<file path="src/rtl/ide_cfg_pkg.sv">
package ide_cfg_pkg;
    typedef enum logic [1:0] {
        SEQ_IDLE = 2'd0,
        SEQ_ONE  = 2'd1,
        SEQ_TWO  = 2'd2,
        SEQ_OPEN = 2'd3
    } seq_state_e;

    localparam logic [2:0] OFF_PROBE  = 3'd1;
    localparam logic [2:0] OFF_KEY    = 3'd2;
    localparam logic [2:0] OFF_RDTIM  = 3'd0;
    localparam logic [2:0] OFF_WRTIM  = 3'd1;
    localparam logic [2:0] OFF_CTRL   = 3'd3;
    localparam logic [2:0] OFF_STRAP  = 3'd5;
    localparam logic [2:0] OFF_MISC   = 3'd6;

    localparam logic [7:0] KEY_UNLOCK = 8'h03;
    localparam logic [7:0] KEY_RELOCK = 8'h83;
    localparam logic [7:0] KEY_COMMIT = 8'h85;
endpackage

</file>
<file path="src/rtl/ide_unlock_seq.sv">
module ide_unlock_seq
    import ide_cfg_pkg::*;
(
    input  logic       clk,
    input  logic       rst_n,
    input  logic       acc_valid,
    input  logic       acc_write,
    input  logic       acc_wide,
    input  logic [2:0] acc_offset,
    input  logic [7:0] acc_byte,
    output logic       win_open
);
    typedef struct packed {
        seq_state_e st;
    } seq_regs_t;

    seq_regs_t s_d, s_q;
    logic      probe_hit, key_hit, relock_hit;

    always_comb begin
        probe_hit  = acc_valid && !acc_write && acc_wide && (acc_offset == OFF_PROBE);
        key_hit    = acc_valid && acc_write && !acc_wide && (acc_offset == OFF_KEY)
                     && (acc_byte == KEY_UNLOCK);
        relock_hit = acc_valid && acc_write && !acc_wide && (acc_offset == OFF_KEY)
                     && (acc_byte == KEY_RELOCK);
        s_d = s_q;
        case (s_q.st)
            SEQ_IDLE: if (probe_hit) s_d.st = SEQ_ONE;
            SEQ_ONE: begin
                if (probe_hit)      s_d.st = SEQ_TWO;
                else if (acc_valid) s_d.st = SEQ_IDLE;
            end
            SEQ_TWO: begin
                if (key_hit)        s_d.st = SEQ_OPEN;
                else if (probe_hit) s_d.st = SEQ_ONE;
                else if (acc_valid) s_d.st = SEQ_IDLE;
            end
            SEQ_OPEN: if (relock_hit) s_d.st = SEQ_IDLE;
            default: s_d.st = SEQ_IDLE;
        endcase
    end

    always_ff @(posedge clk or negedge rst_n) begin
        if (!rst_n) s_q <= '{st: SEQ_IDLE};
        else        s_q <= s_d;
    end

    assign win_open = (s_q.st == SEQ_OPEN);
endmodule

</file>
<file path="src/rtl/ide_cfg_regs.sv">
module ide_cfg_regs
    import ide_cfg_pkg::*;
#(
    parameter int DEVS   = 2,
    parameter int REG_W  = 8,
    parameter int ADDR_W = 4,
    localparam int SEL_W = (DEVS > 1) ? $clog2(DEVS) : 1
) (
    input  logic                    clk,
    input  logic                    rst_n,
    input  logic                    wr_en,
    input  logic [2:0]              offset,
    input  logic [REG_W-1:0]        wdata,
    input  logic                    strap_pin,
    output logic [REG_W-1:0]        rdata,
    output logic [DEVS*REG_W-1:0]   act_rd,
    output logic [DEVS*REG_W-1:0]   act_wr,
    output logic [ADDR_W-1:0]       act_addr
);
    localparam logic [REG_W-1:0] SLOWEST = '1;

    typedef struct packed {
        logic [DEVS-1:0][REG_W-1:0] stg_rd;
        logic [DEVS-1:0][REG_W-1:0] stg_wr;
        logic [DEVS-1:0][REG_W-1:0] live_rd;
        logic [DEVS-1:0][REG_W-1:0] live_wr;
        logic [REG_W-1:0]           ctrl;
        logic [REG_W-1:0]           strap_hi;
        logic [REG_W-1:0]           misc;
        logic [ADDR_W-1:0]          live_addr;
    } cfg_regs_t;

    cfg_regs_t r_d, r_q;
    logic [SEL_W-1:0] dev_sel;

    assign dev_sel = r_q.misc[SEL_W-1:0];

    always_comb begin
        r_d = r_q;
        if (wr_en) begin
            case (offset)
                OFF_RDTIM: r_d.stg_rd[dev_sel] = wdata;
                OFF_WRTIM: r_d.stg_wr[dev_sel] = wdata;
                OFF_CTRL: begin
                    r_d.ctrl = wdata;
                    if (wdata == KEY_COMMIT) begin
                        r_d.live_rd   = r_q.stg_rd;
                        r_d.live_wr   = r_q.stg_wr;
                        r_d.live_addr = r_q.misc[REG_W-1 -: ADDR_W];
                    end
                end
                OFF_STRAP: r_d.strap_hi = {wdata[REG_W-1:1], 1'b0};
                OFF_MISC:  r_d.misc = wdata;
                default: ;
            endcase
        end
    end

    always_comb begin
        case (offset)
            OFF_RDTIM: rdata = r_q.stg_rd[dev_sel];
            OFF_WRTIM: rdata = r_q.stg_wr[dev_sel];
            OFF_CTRL:  rdata = r_q.ctrl;
            OFF_STRAP: rdata = {r_q.strap_hi[REG_W-1:1], strap_pin};
            OFF_MISC:  rdata = r_q.misc;
            default:   rdata = '0;
        endcase
    end

    always_ff @(posedge clk or negedge rst_n) begin
        if (!rst_n) begin
            r_q           <= '0;
            r_q.stg_rd    <= {DEVS{SLOWEST}};
            r_q.stg_wr    <= {DEVS{SLOWEST}};
            r_q.live_rd   <= {DEVS{SLOWEST}};
            r_q.live_wr   <= {DEVS{SLOWEST}};
            r_q.live_addr <= '1;
        end else begin
            r_q <= r_d;
        end
    end

    genvar g;
    generate
        for (g = 0; g < DEVS; g++) begin : g_dev
            assign act_rd[g*REG_W +: REG_W] = r_q.live_rd[g];
            assign act_wr[g*REG_W +: REG_W] = r_q.live_wr[g];
        end
    endgenerate

    assign act_addr = r_q.live_addr;
endmodule

</file>
<file path="src/rtl/ide_cfg_window.sv">
module ide_cfg_window
    import ide_cfg_pkg::*;
#(
    parameter int DEVS   = 2,
    parameter int REG_W  = 8,
    parameter int BUS_W  = 16,
    parameter int ADDR_W = 4
) (
    input  logic                  clk,
    input  logic                  rst_n,
    input  logic                  bus_valid,
    input  logic                  bus_write,
    input  logic                  bus_wide,
    input  logic [2:0]            bus_offset,
    input  logic [BUS_W-1:0]      bus_wdata,
    output logic [BUS_W-1:0]      bus_rdata,
    output logic                  tf_sel,
    input  logic [BUS_W-1:0]      tf_rdata,
    input  logic                  strap_clk25,
    output logic                  cfg_open,
    output logic [DEVS*REG_W-1:0] act_rd_timing,
    output logic [DEVS*REG_W-1:0] act_wr_timing,
    output logic [ADDR_W-1:0]     addr_setup
);
    logic             win_open;
    logic [REG_W-1:0] cfg_rdata;
    logic             cfg_wr_en;

    ide_unlock_seq u_seq (
        .clk        (clk),
        .rst_n      (rst_n),
        .acc_valid  (bus_valid),
        .acc_write  (bus_write),
        .acc_wide   (bus_wide),
        .acc_offset (bus_offset),
        .acc_byte   (bus_wdata[7:0]),
        .win_open   (win_open)
    );

    assign cfg_wr_en = bus_valid && bus_write && win_open;

    ide_cfg_regs #(
        .DEVS   (DEVS),
        .REG_W  (REG_W),
        .ADDR_W (ADDR_W)
    ) u_regs (
        .clk       (clk),
        .rst_n     (rst_n),
        .wr_en     (cfg_wr_en),
        .offset    (bus_offset),
        .wdata     (bus_wdata[REG_W-1:0]),
        .strap_pin (strap_clk25),
        .rdata     (cfg_rdata),
        .act_rd    (act_rd_timing),
        .act_wr    (act_wr_timing),
        .act_addr  (addr_setup)
    );

    assign tf_sel    = bus_valid && !win_open;
    assign bus_rdata = win_open ? {{(BUS_W-REG_W){1'b0}}, cfg_rdata} : tf_rdata;
    assign cfg_open  = win_open;
endmodule

</file>
<file path="config.mk">
export PLATFORM = sky130hd
export DESIGN_NAME = ide_cfg_window
export DESIGN_NICKNAME = d
export VERILOG_FILES = /design/src/rtl/ide_cfg_pkg.sv /design/src/rtl/ide_unlock_seq.sv /design/src/rtl/ide_cfg_regs.sv /design/src/rtl/ide_cfg_window.sv
export SDC_FILE = /design/constraint.sdc
export NUM_CORES = 1
export LEC_CHECK = 0
export ABC_AREA = 1
export BUFFER_PORTS_ARGS = -buffer_cell sky130_fd_sc_hd__buf_2
export CORE_UTILIZATION = 55
export DETAILED_ROUTE_END_ITERATION = 10
export PLACE_DENSITY = 0.81
export SYNTH_ARGS = -nofsm -noshare
export SYNTH_HDL_FRONTEND = slang
export SYNTH_SLANG_ARGS = --single-unit
</file>
<file path="constraint.sdc">
create_clock -name clk -period 2 [get_ports clk]
set_input_delay 0.2 -clock clk [delete_from_list [all_inputs] [get_ports clk]]
set_output_delay 0.2 -clock clk [all_outputs]
set_load 0.005 [all_outputs]
</file>
# Word level (Yosys, flattened, before mapping)
# Index checks and enable logic that the tools add are counted.
[classes]
magnitude_cmp = 2
eq_ne = 13
muxes = 17
n_reduce_logical = 23
[ops]
columns = ["operator", "count"]
rows = [
  ["2-to-1 mux 8 bit", 5],
  ["case mux 8 bit (5 select lines)", 1],
  ["bitwise mux 16 bit", 2],
  ["== test 8 bit (second input constant)", 2],
  ["2-to-1 mux 16 bit", 1],
  ["2-to-1 mux 2 bit", 6],
  ["AND reduction 2 bit", 6],
  ["logical AND 1 bit", 11],
  ["demux 8 bit (select 1 bit)", 1],
  ["== test 8 x 2 -> 1 bit (second input constant)", 1],
  ["case mux 2 bit (4 select lines)", 1],
  ["== test 3 x 2 -> 1 bit (second input constant)", 2],
  ["== test 3 bit (second input constant)", 2],
  ["== test 2 bit (second input constant)", 2],
  ["!= test 2 x 1 -> 1 bit (second input constant)", 2],
  ["== test 3 x 1 -> 1 bit (second input constant)", 1],
  ["zero test 1 bit", 3],
  ["zero test 3 bit", 1],
  ["AND reduction 3 bit", 1],
  ["== test 2 x 1 -> 1 bit (second input constant)", 1],
  ["zero test 2 bit", 1],
  ["less-than comparator 1 x 2 -> 1 bit (second input constant)", 1],
  [">= comparator 1 bit (second input constant)", 1],
]
[totals]
regBits = 93
in_bits = 41
out_inout_bits = 54

# Logic depth before layout (Yosys ltp)
# Gate-level depths: netlist (run 1).
[depth]
word_depth = 7
mapped_depth = 10
depth_no_buf = 10

# Modules after synthesis
# A second synthesis (run 1) with hierarchy kept.
[unflattened]
hier_cells = 626
area_unflattened_um2 = 4959.8
[modules_own_cells]
columns = ["mod", "instances", "cells_each", "area_per_inst_um2"]
rows = [
  ["ide_cfg_regs", 1, 534, 4529.3],
  ["ide_unlock_seq", 1, 45, 230.2],
  ["ide_cfg_window", 1, 47, 200.2],
]

# Least setup slack after synthesis (run 1)
# Ideal clock, no wire load.
[synth_timing]
kind = "reg2reg"
startpoint = "register u_seq.s_q[0] (netlist name)"
endpoint = "register u_regs.r_q, in the netlist u_regs.act_rd[3]"
arrival_ns = 1.318
t_required_ns = 1.924
path_slack_ns = 0.606
path_stages_with_launch = 8
cell_sequence = "dfrtp_1 nand2_1 buf_4 nor3_4 nand2_4 buf_6 nand2_1 o21ai_2"
[synth_between]
elab_chain_len = 3
[synth_lines]
columns = ["item", "line", "rtl"]
rows = [
  ["start: declaration", "ide_unlock_seq.sv:17", "seq_regs_t s_d, s_q;"],
  ["start signal: assignment", "ide_unlock_seq.sv:44", "if (!rst_n) s_q <= '{st: SEQ_IDLE};"],
  ["== test 2 bit", "ide_unlock_seq.sv:48", "assign win_open = (s_q.st == SEQ_OPEN);"],
  ["logical AND 1 bit", "ide_cfg_window.sv:40", "assign cfg_wr_en = bus_valid && bus_write && win_open;"],
  ["AND reduction 3 bit (no source line)", "n/a", ""],
  ["end signal: assignment", "ide_cfg_regs.sv:79", "r_q <= r_d;"],
  ["end: declaration", "ide_cfg_regs.sv:33", "cfg_regs_t r_d, r_q;"],
]
# Every way passes these cells.
# A chain may end at the register's enable or synchronous reset.

# Worst setup path in the final report (run 1)
[layout_timing]
startpoint = "register u_regs.r_q, in the netlist u_regs.dev_sel"
endpoint = "output bus_rdata[5]"
[layout_between]
elab_chain_len = 4
elab_cells_between_ends = 6
classes_between = "6 x mux"
[layout_lines]
columns = ["item", "line", "rtl"]
rows = [
  ["2-to-1 mux 8 bit, on equally long branches (2 in series)", "ide_cfg_regs.sv:62, ide_cfg_regs.sv:61", ""],
  ["case mux 8 bit (5 select lines) *", "ide_cfg_regs.sv:60", "case (offset)"],
  ["2-to-1 mux 16 bit *", "ide_cfg_window.sv:60", "assign bus_rdata = win_open ? {{(BUS_W-REG_W){1'b0}}, cfg_rdata} : tf_rdata;"],
  ["end: declaration", "ide_cfg_window.sv:16", "output logic [BUS_W-1:0] bus_rdata,"],
]
# Mark *: on every way between the ends. The rest lies on a longest branch, timed or not. The select of a mux whose other input is x is not followed.

==> results.tsv, run 1 <==
metric	value	unit
path_buf_inv	2	
ys_top_cells_by_count	nand2_1 (188), o21ai_0 (74), dfstp_2 (68)	
clkSinkCount	93	
antenna_found_initial	0	
async_flop_share	1.00	
crit_path_start	u_regs.dev_sel	
pin_count	95	
avgRoutedWirePerCell	14.3	um
ys_seq_area_frac	0.516	
setup_viol	0	
ys_ff_latch	93	
viasPerCell	5.16	
crit_arrival	1.71	ns
synth_edf_count	0	
crit_fanout	26	
synthTopCellsByArea	dfstp_2 (38%), nand2_1 (15%), dfrtp_1 (13%)	
netlist_area	4670	um2
r2r-start	u_seq.s_q[0]	
clkLatencyLatePin	0.37	ns
postPlaceCellArea	4930	um2
cts-root-buf	clkbuf_8	
fin_skew	0.00940	ns
grt_max_degree	56	
first_iter_violations	293	
first_pass_iters	5	
grt_pass1_vias	3507	
dp_hpwl	7.33	mm
fmax	522	MHz
status	finished clean	
initial_core_util	0.569	
critPathTopFamily	compound AO/OA/AOI/OAI gates	
dr_total_vias	3796	
p_leak	2.44	nW
synth_top_area_frac	0.382	
rsz0062_at_grt	true	
drv_slew	0	
drive_gt1_frac	0.332	
clk_path_buf_depth	2	
fillers	710	
nNetsFinal	666	
critPathCaptureType	output pin	
period_minus_slack	1.91	ns
synth_nets	612	
synth.most_common_cell	nand2_1	
ys.warnings.count	0	
fp.dieH	94.2	um
syn_area_per_cell	8.18	um2
hold_start	bus_wdata[2]	
die-area	8870	um2
dp_slack	0.297	ns
clk_pin_slew	0.09	ns
worstMarginPinSlew	0.639	ns
core	8220	um2
rows	33	
startpoint_type	flip-flop	
vdd_drop_max	0.000347	V
slew-limit-headroom	0.574	
fin_ws	0.0850	ns
cellPowerDensity	643	nW/um2
ant_nets	0	
netlist_instances	571	
port_buffers	86	
maxCapViolations	0	
grtUsageTotal	0.251	
grt_overflow_total	0	
globalplace.congestion	0.909	
hold_class	in -> reg	
grt_pass1_wl	16.8	mm
diodes	0	
syn_to_final_growth	10.3	%
ys_types	22	
crit_chain	buf_12, o21ai_0, nand2_1, o21ai_0, o21ai_2, nand2_1, buf_2	
fin_worst_hold_slack	0.102	ns
drt-total-wl	10.5	mm
critPathMaxStageDelay	0.42	ns
cts_tree	done	
cts_max_level	3	
setup_tns	0	ns
total_power	0.00331	W
required	1.80	ns
yosys.area.top_type	dfstp_2	
crit_type	reg -> out	
slowest_stage	dfrtp_1	
finalCritPeriodShare	0.957	
drc_errors	0	
final_area	5150	um2
dieWidth	94.2	um
hold_violations	0	
cts_buffers	9	
ys.flop_type	dfstp_2	
## per-layer routing
metal  wire length, um  part of all wire  track usage  vias to the layer above
li1                  -                 -            -                     1872
met4               143             0.014       0.0628                        0
met1              4610              0.44        0.338                     1722
met5                 0                 0            0                        -
met3               847             0.081       0.0534                       15
met2              4900              0.47        0.412                      187
## layout by cell type, fill, tap and decap left out
master and instances:
nand2_1 187, buf_2 85, dfstp_2 68, o21ai_0 67, inv_1 52, nand3_1 38
nor2_1 31, dfrtp_1 25, o21ai_2 19, buf_4 13, o21ai_1 10, clkbuf_8 9
a21oi_1 6, clkinv_2 4, nor2_2 3, nand2_2 1, inv_4 1, clkinv_1 1
o211ai_1 1, nand4_1 1, nor3_4 1, nand2_4 1, nand3b_1 1, clkinvlp_4 1
clkbuf_16 1, clkinv_4 1, dlygate4sd3_1 1, buf_12 1
## through the flow
stage / cells / utilization
4_1_cts: 735 / 0.624
3_3_place_gp: 718 / 0.600
6_report: 735 / 0.627
5_1_grt: 735 / 0.627
2_1_floorplan: 571 / -
3_5_place_dp: 718 / 0.600
## kinds of logic after synthesis
| group | after synthesis | synth area share |
|---|---|---|
| AOI/OAI and AO/OA | 103 | 0.125 |
| and+or+nand+nor | 264 | 0.230 |
| buffers and inverters | 111 | 0.130 |
| DFF | 93 | 0.516 |
## flip-flops by register name, summed over array words and instances (netlist names)
signal,count
u_regs.dev_sel,1
u_regs.act_addr,4
u_regs.r_q,54
u_regs.act_wr,16
u_seq.s_q,2
u_regs.act_rd,16
## area by class of cell
| type | count | area [um2] | area share |
|---|---|---|---|
| multi-input cells | 367 | 1660 | 0.323 |
| repair buffers | 100 | 553 | 0.107 |
| inverters | 54 | 205 | 0.0398 |
| flip-flops and latches | 93 | 2410 | 0.468 |
| clock inverters | 6 | 36.3 | 0.00704 |
| clock buffers | 10 | 149 | 0.0289 |
| well taps | 105 | 131 | 0.0255 |
## timing repair
action                     4_1_cts  5_1_grt
hold endpoints to repair         6        0
buffers inserted                 0        0
gates cloned                     0        0
gates resized for setup          2       13
setup endpoints to repair       12       13
pin swaps                        0        1
hold buffers                     1        0
## worst register-to-register path, cell delays in order, from the launching register on
cell,delay (ns)
dfrtp_1,0.42
nand2_2,0.11
nor2_2,0.27
nand3_1,0.45
o21ai_0,0.37
## power breakdown
group | internal (W) | switching, W
Clock | 0.000520 | 0.000653
Sequential | 0.00190 | 0.0000134
Combinational | 0.0000759 | 0.000146
## worst paths after layout
check                                    endpoint  slack (ns)  depth (start not counted)
worst max register to register     u_regs.r_q[84]        0.29                          4
min in group asynchronous          u_regs.r_q[11]        0.38                          2
max in group asynchronous       u_regs.act_wr[13]        0.90                          3
worst min-delay path               u_regs.r_q[22]        0.10                          3
worst min register to register   u_regs.act_rd[2]        0.46                          2
worst max-delay path                 bus_rdata[5]        0.09                          7
Power figures use the tool's default switching activity.
==> run 2, diff against run 1 <==
Settings changed: CORE_UTILIZATION 55 to 57, CTS_BUF_LIST set to sky130_fd_sc_hd__clkbuf_8, PLACE_DENSITY 0.81 to 0.83.
==> run 2 against run 1 <==
Combinational power rose by 2%. Clock power grew 9%. Power rose by 3.4%. Clock skew fell by 0.0036 ns. Routed wire length up 1.4%. Final cell count shrank 0.41%. Sequential share of layout area fell by 0.21 points. Critical path depth did not move. Setup slack worse by 0.013 ns. Sequential cell count stayed put. Non-clock buffer count did not move. Core utilization is 3.6 points higher.
==> results.tsv, run 2 (synthesis gave the netlist of run 1 again) <==
metric	value	unit
fp.dieH	92.5	um
fillers	661	
drc_errors	0	
reg2reg_slack	0.20	ns
grt_pass1_wl	17.3	mm
clk_pin_slew	0.09	ns
fmax	519	MHz
power.switching	0.000807	W
drive_gt1_frac	0.330	
crit_arrival	1.73	ns
grt_pass1_vias	3575	
core	7810	um2
postPlaceCellArea	4930	um2
clkSinkCount	93	
required	1.80	ns
vdd_drop_max	0.000370	V
cts_buffers	9	
dp_hpwl	7.66	mm
rows	32	
crit_type	reg -> out	
pwr-share-seq	0.560	
nNetsFinal	666	
clkPwrFrac	0.374	
initial_core_util	0.598	
drt-total-wl	10.6	mm
crit_chain	nand2_2, buf_4, clkinv_2, buf_4, nand2_1, nand2_1, buf_2	
largest_register	u_regs.r_q	
viasPerCell	5.34	
dieWidth	92.5	um
crit_fanout	12	
swShare	0.236	
critPathMaxStageDelay	0.43	ns
hold_violations	0	
fin_skew	0.00575	ns
startpoint_type	flip-flop	
r2r-start	u_seq.s_q[0]	
syn_to_final_growth	10.8	%
mostFrequentLayoutCell	nand2_1	
total_power	0.00342	W
pin_count	95	
dp_slack	0.279	ns
fin_ws	0.0720	ns
slew-limit-headroom	0.581	
r2r_end	u_regs.r_q[79]	
dr_total_vias	3908	
diodes	0	
ant_nets	0	
worstMarginPinSlew	0.629	ns
setup_viol	0	
globalplace.congestion	0.902	
seq_area	2410	um2
clkLatencyLatePin	0.37	ns
min_path_cells	3	
critPathCaptureType	output pin	
largest_reg_flops	54	
ff2ff_path_depth	4	
grt_max_degree	56	
intPower	0.00262	W
hold_class	in -> reg	
clk_path_buf_depth	2	
drv_slew	0	
final_area	5180	um2
maxCapViolations	0	
rsz0062_at_grt	true	
fin_util	0.663	
cts_max_level	3	
cts_tree	done	
period_minus_slack	1.93	ns
holdPathEnd	u_regs.r_q[22]	
first_pass_iters	5	
cellPowerDensity	661	nW/um2
first_iter_violations	352	
finalCritPeriodShare	0.964	
grtUsageTotal	0.266	
slowest_stage	dfrtp_1	
multi_input_area	1660	um2
die-area	8560	um2
hold_start	bus_wdata[2]	
comb_power_share	0.066	
grt_overflow_total	0	
cts-root-buf	clkbuf_8	
p_leak	2.46	nW
port_buffers	86	
avgRoutedWirePerCell	14.5	um
layout_common_cells	nand2_1 (187), buf_2 (85), dfstp_2 (68), o21ai_0 (63), inv_1 (54)	
fin_worst_hold_slack	0.0900	ns
antenna_found_initial	0	
status	finished clean	
-- run 2: changes by cell type in the layout (fill, tap and decap cells not counted), sizes merged --
cell / change
inv: +1
clkinv: -2
clkinvlp: -1
bufinv: +1
clkbuf: +1
-- run 2: area by class of cell --
class / instances / area share
Clock buffer: 11 / 0.0292
Clock inverter: 5 / 0.00991
Inverter: 54 / 0.0394
Multi-Input combinational cell: 367 / 0.321
Sequential cell: 93 / 0.466
Tap cell: 102 / 0.0246
Timing Repair Buffer: 100 / 0.109
-- run 2: how the worst max path moves through the flow --
stage,end,start,slack [ns],cells past startpoint
6_report,bus_rdata[0],u_seq.s_q[0],0.07,7
5_1_grt,bus_rdata[0],u_seq.s_q[0],-0.02,7
4_1_cts,bus_rdata[4],u_regs.dev_sel,0.007,8
3_5_place_dp,u_regs.act_wr[3],bus_wdata[1],0.28,7
3_3_place_gp,u_regs.r_q[70],bus_offset[2],0.36,6
2_1_floorplan,u_regs.act_rd[3],u_seq.s_q[0],0.61,7
-- run 2: timing repair --
action,4_1_cts,5_1_grt
hold endpoints to repair,12,0
setup endpoints to repair,11,10
resized for setup,2,14
buffers inserted,2,1
hold buffers,1,0
-- run 2: power groups by stage --
stage / sequential, W / clock [W] / combinational, W
2_1_floorplan: 0.00194 / 0 / 0.0000895
3_3_place_gp: 0.00194 / 0 / 0.000209
3_5_place_dp: 0.00194 / 0 / 0.000223
4_1_cts: 0.00191 / 0.00129 / 0.000227
5_1_grt: 0.00192 / 0.00137 / 0.000255
6_report: 0.00192 / 0.00128 / 0.000227
-- run 2: critical path, delay by kind of cell (launching register included) --
| kind | cells | cell delay [ns] |
|---|---|---|
| AND/OR/NAND/NOR | 3 | 0.27 |
| buffers and inverters | 4 | 0.66 |
| flip-flops | 1 | 0.43 |
-- run 2: routing by layer --
layer,GRT usage,share of wire
met3,0.0616,0.075
met4,0.0924,0.018
met2,0.427,0.48
met5,0,0
met1,0.356,0.43
-- run 2: per-stage QoR --
step	TNS [ns]	std cells
global placement	0	712
detailed placement	0	712
global route	-0.0282	732
floorplan	0	571
finish	0	732
CTS	0	731
==> run 3, diff against run 2 <==
Settings changed: CORE_MARGIN set to 4, CORE_UTILIZATION 57 to 58, PLACE_DENSITY 0.83 to 0.84, SYNTH_HIERARCHICAL set to 1.
==> run 3 against run 2 <==
Clock power up 9%. Sequential share of layout area down 1.8 points. Die area up 18%. Clock skew up 0.0049 ns. Critical path depth up 2. Core utilization down 1.2 points. Sequential cell count unchanged. Final cell count up 6.6%. Worst hold slack better by 0.068 ns. Critical path type unchanged.
==> results.tsv, run 3 <==
metric	value	unit
status	finished clean	
setup_tns	0	ns
cts-root-buf	clkbuf_8	
synthTopCellsByArea	dfstp_2 (36%), nand2_1 (19%), dfrtp_1 (13%)	
fin_worst_hold_slack	0.158	ns
cts_buffers	9	
cellPowerDensity	659	nW/um2
mostFrequentLayoutCell	nand2_1	
crit_arrival	1.68	ns
first_pass_iters	5	
yosys.area.top_type	dfstp_2	
ys.flop_type	dfstp_2	
crit_chain	buf_6, nand2_1, nand2_1, nor2_1, nor2_1, nand3b_1, nand2_1, nand2_1, buf_2	
clk_path_buf_depth	2	
grt_pass1_wl	19.4	mm
synth_top_area_frac	0.360	
globalplace.congestion	0.897	
rows	33	
path_common_cell	nand2_1	
port_buffers	86	
grt_pass1_vias	3948	
vdd_drop_max	0.000428	V
drive_gt1_frac	0.292	
viasPerCell	5.29	
netlist_instances	626	
ys.warnings.count	6	
ys_types	23	
syn_to_final_growth	8.45	%
crit_type	reg -> out	
hold_class	in -> reg	
rsz0062_at_grt	false	
ant_nets	0	
largest_register	u_regs/r_q	
grtUsageTotal	0.243	
syn_area_per_cell	7.92	um2
synth.most_common_cell	nand2_1	
dieWidth	100	um
diodes	0	
grt_max_degree	47	
dp_hpwl	8.35	mm
critPathCaptureType	output pin	
cts_max_level	3	
pin_count	95	
nNetsFinal	711	
worstMarginPinSlew	0.575	ns
clk_pin_slew	0.09	ns
fin_skew	0.0106	ns
startpoint_type	flip-flop	
period_minus_slack	1.88	ns
cts_tree	done	
ys_ff_latch	93	
layout_common_cells	nand2_1 (246), buf_2 (85), dfstp_2 (68), o21ai_0 (53), nand3_1 (49)	
drt-total-wl	11.8	mm
drv_slew	0	
avgRoutedWirePerCell	15.1	um
maxCapViolations	0	
synth_edf_count	0	
grt_overflow_total	0	
slowest_stage	dfrtp_1	
core	8260	um2
synth_nets	667	
hold_violations	0	
crit_fanout	21	
crit_path_start	u_regs/dev_sel	
die-area	10100	um2
slew-limit-headroom	0.616	
clkLatencyLatePin	0.36	ns
netlist_area	4960	um2
antenna_found_initial	0	
ys_seq_area_frac	0.486	
ys_top_cells_by_count	nand2_1 (246), dfstp_2 (68), o21ai_0 (53)	
r2r-start	u_seq/s_q[0]	
fmax	532	MHz
first_iter_violations	305	
setup_viol	0	
p_leak	2.68	nW
critPathMaxStageDelay	0.42	ns
clkSinkCount	93	
dr_total_vias	4124	
hold_start	bus_valid	
drc_errors	0	
finalCritPeriodShare	0.939	
largest_reg_flops	54	
required	1.80	ns
fp.dieH	100	um
initial_core_util	0.601	
cts_setup_buffers	0	
async_flop_share	1.00	
-- run 3: changes by cell type after synthesis, sizes merged --
cell,delta
nand2,+59
nand3b,+5
o21ai,-38
inv,-2
a21oi,-6
nand3,+15
buf,+9
nand4,+12
nor3,-1
o211ai,-1
clkbuf,-3
clkinv,-2
nor2,+8
-- run 3: area by class of cell --
type	instances	area, um2
fillers	714	2880
flip-flops and latches	93	2410
multi-input cells	420	1890
repair buffers	96	537
inverters	50	190
clock buffers	10	138
well taps	105	131
clock inverters	6	85.1
-- run 3: metal layers --
metal	up-vias	part of all wire	global-route usage
met5	-	0	0
met3	27	0.057	0.0367
li1	2020	-	-
met1	1919	0.43	0.338
met2	158	0.48	0.392
met4	0	0.027	0.0829
-- run 3: final timing paths --
path,endpoint,slack (ns),cells past startpoint
worst max-delay path,bus_rdata[1],0.12,9
worst min-delay path,u_seq/s_q[1],0.16,4
worst max register to register,u_regs/act_wr[14],0.14,9
worst min register to register,u_regs/act_wr[15],0.46,2
max in group asynchronous,u_regs/act_rd[9],1.47,2
min in group asynchronous,u_regs/act_wr[9],0.17,1
-- run 3: cell families after synthesis --
family,share of synthesized area
and+or+nand+nor,0.320
buffers and inverters,0.135
DFF,0.486
AOI/OAI and AO/OA,0.0585
-- run 3: through the flow --
step                      area (um2)  utilization  power, W  worst slack (ns)  cells
after global routing            5380        0.651   0.00367          0.000676    780
after floorplan                 4960            -   0.00204             0.255    626
after global placement          5140        0.623   0.00216             0.213    764
final                           5380        0.651   0.00355             0.121    780
after detailed placement        5140        0.623   0.00217             0.149    764
after CTS                       5360        0.650   0.00356            0.0477    780
-- run 3: where the power goes --
group          leakage (nW)  internal, W  switching [W]
logic                  1.52    0.0000721       0.000162
registers              1.05      0.00190      0.0000113
clock network         0.114     0.000737       0.000666
total                  2.68      0.00271       0.000838
-- run 3: worst max-delay path, delay by kind of cell (launching register included) --
family                 cells  cell delay, ns
AND/OR/NAND/NOR            7            0.60
flip-flops                 1            0.42
buffers and inverters      2            0.29
-- run 3: repair_timing --
item | in CTS | in global routing
hold buffers | 0 | 0
gates resized for setup | 0 | 4
endpoints found under the setup margin | 0 | 21
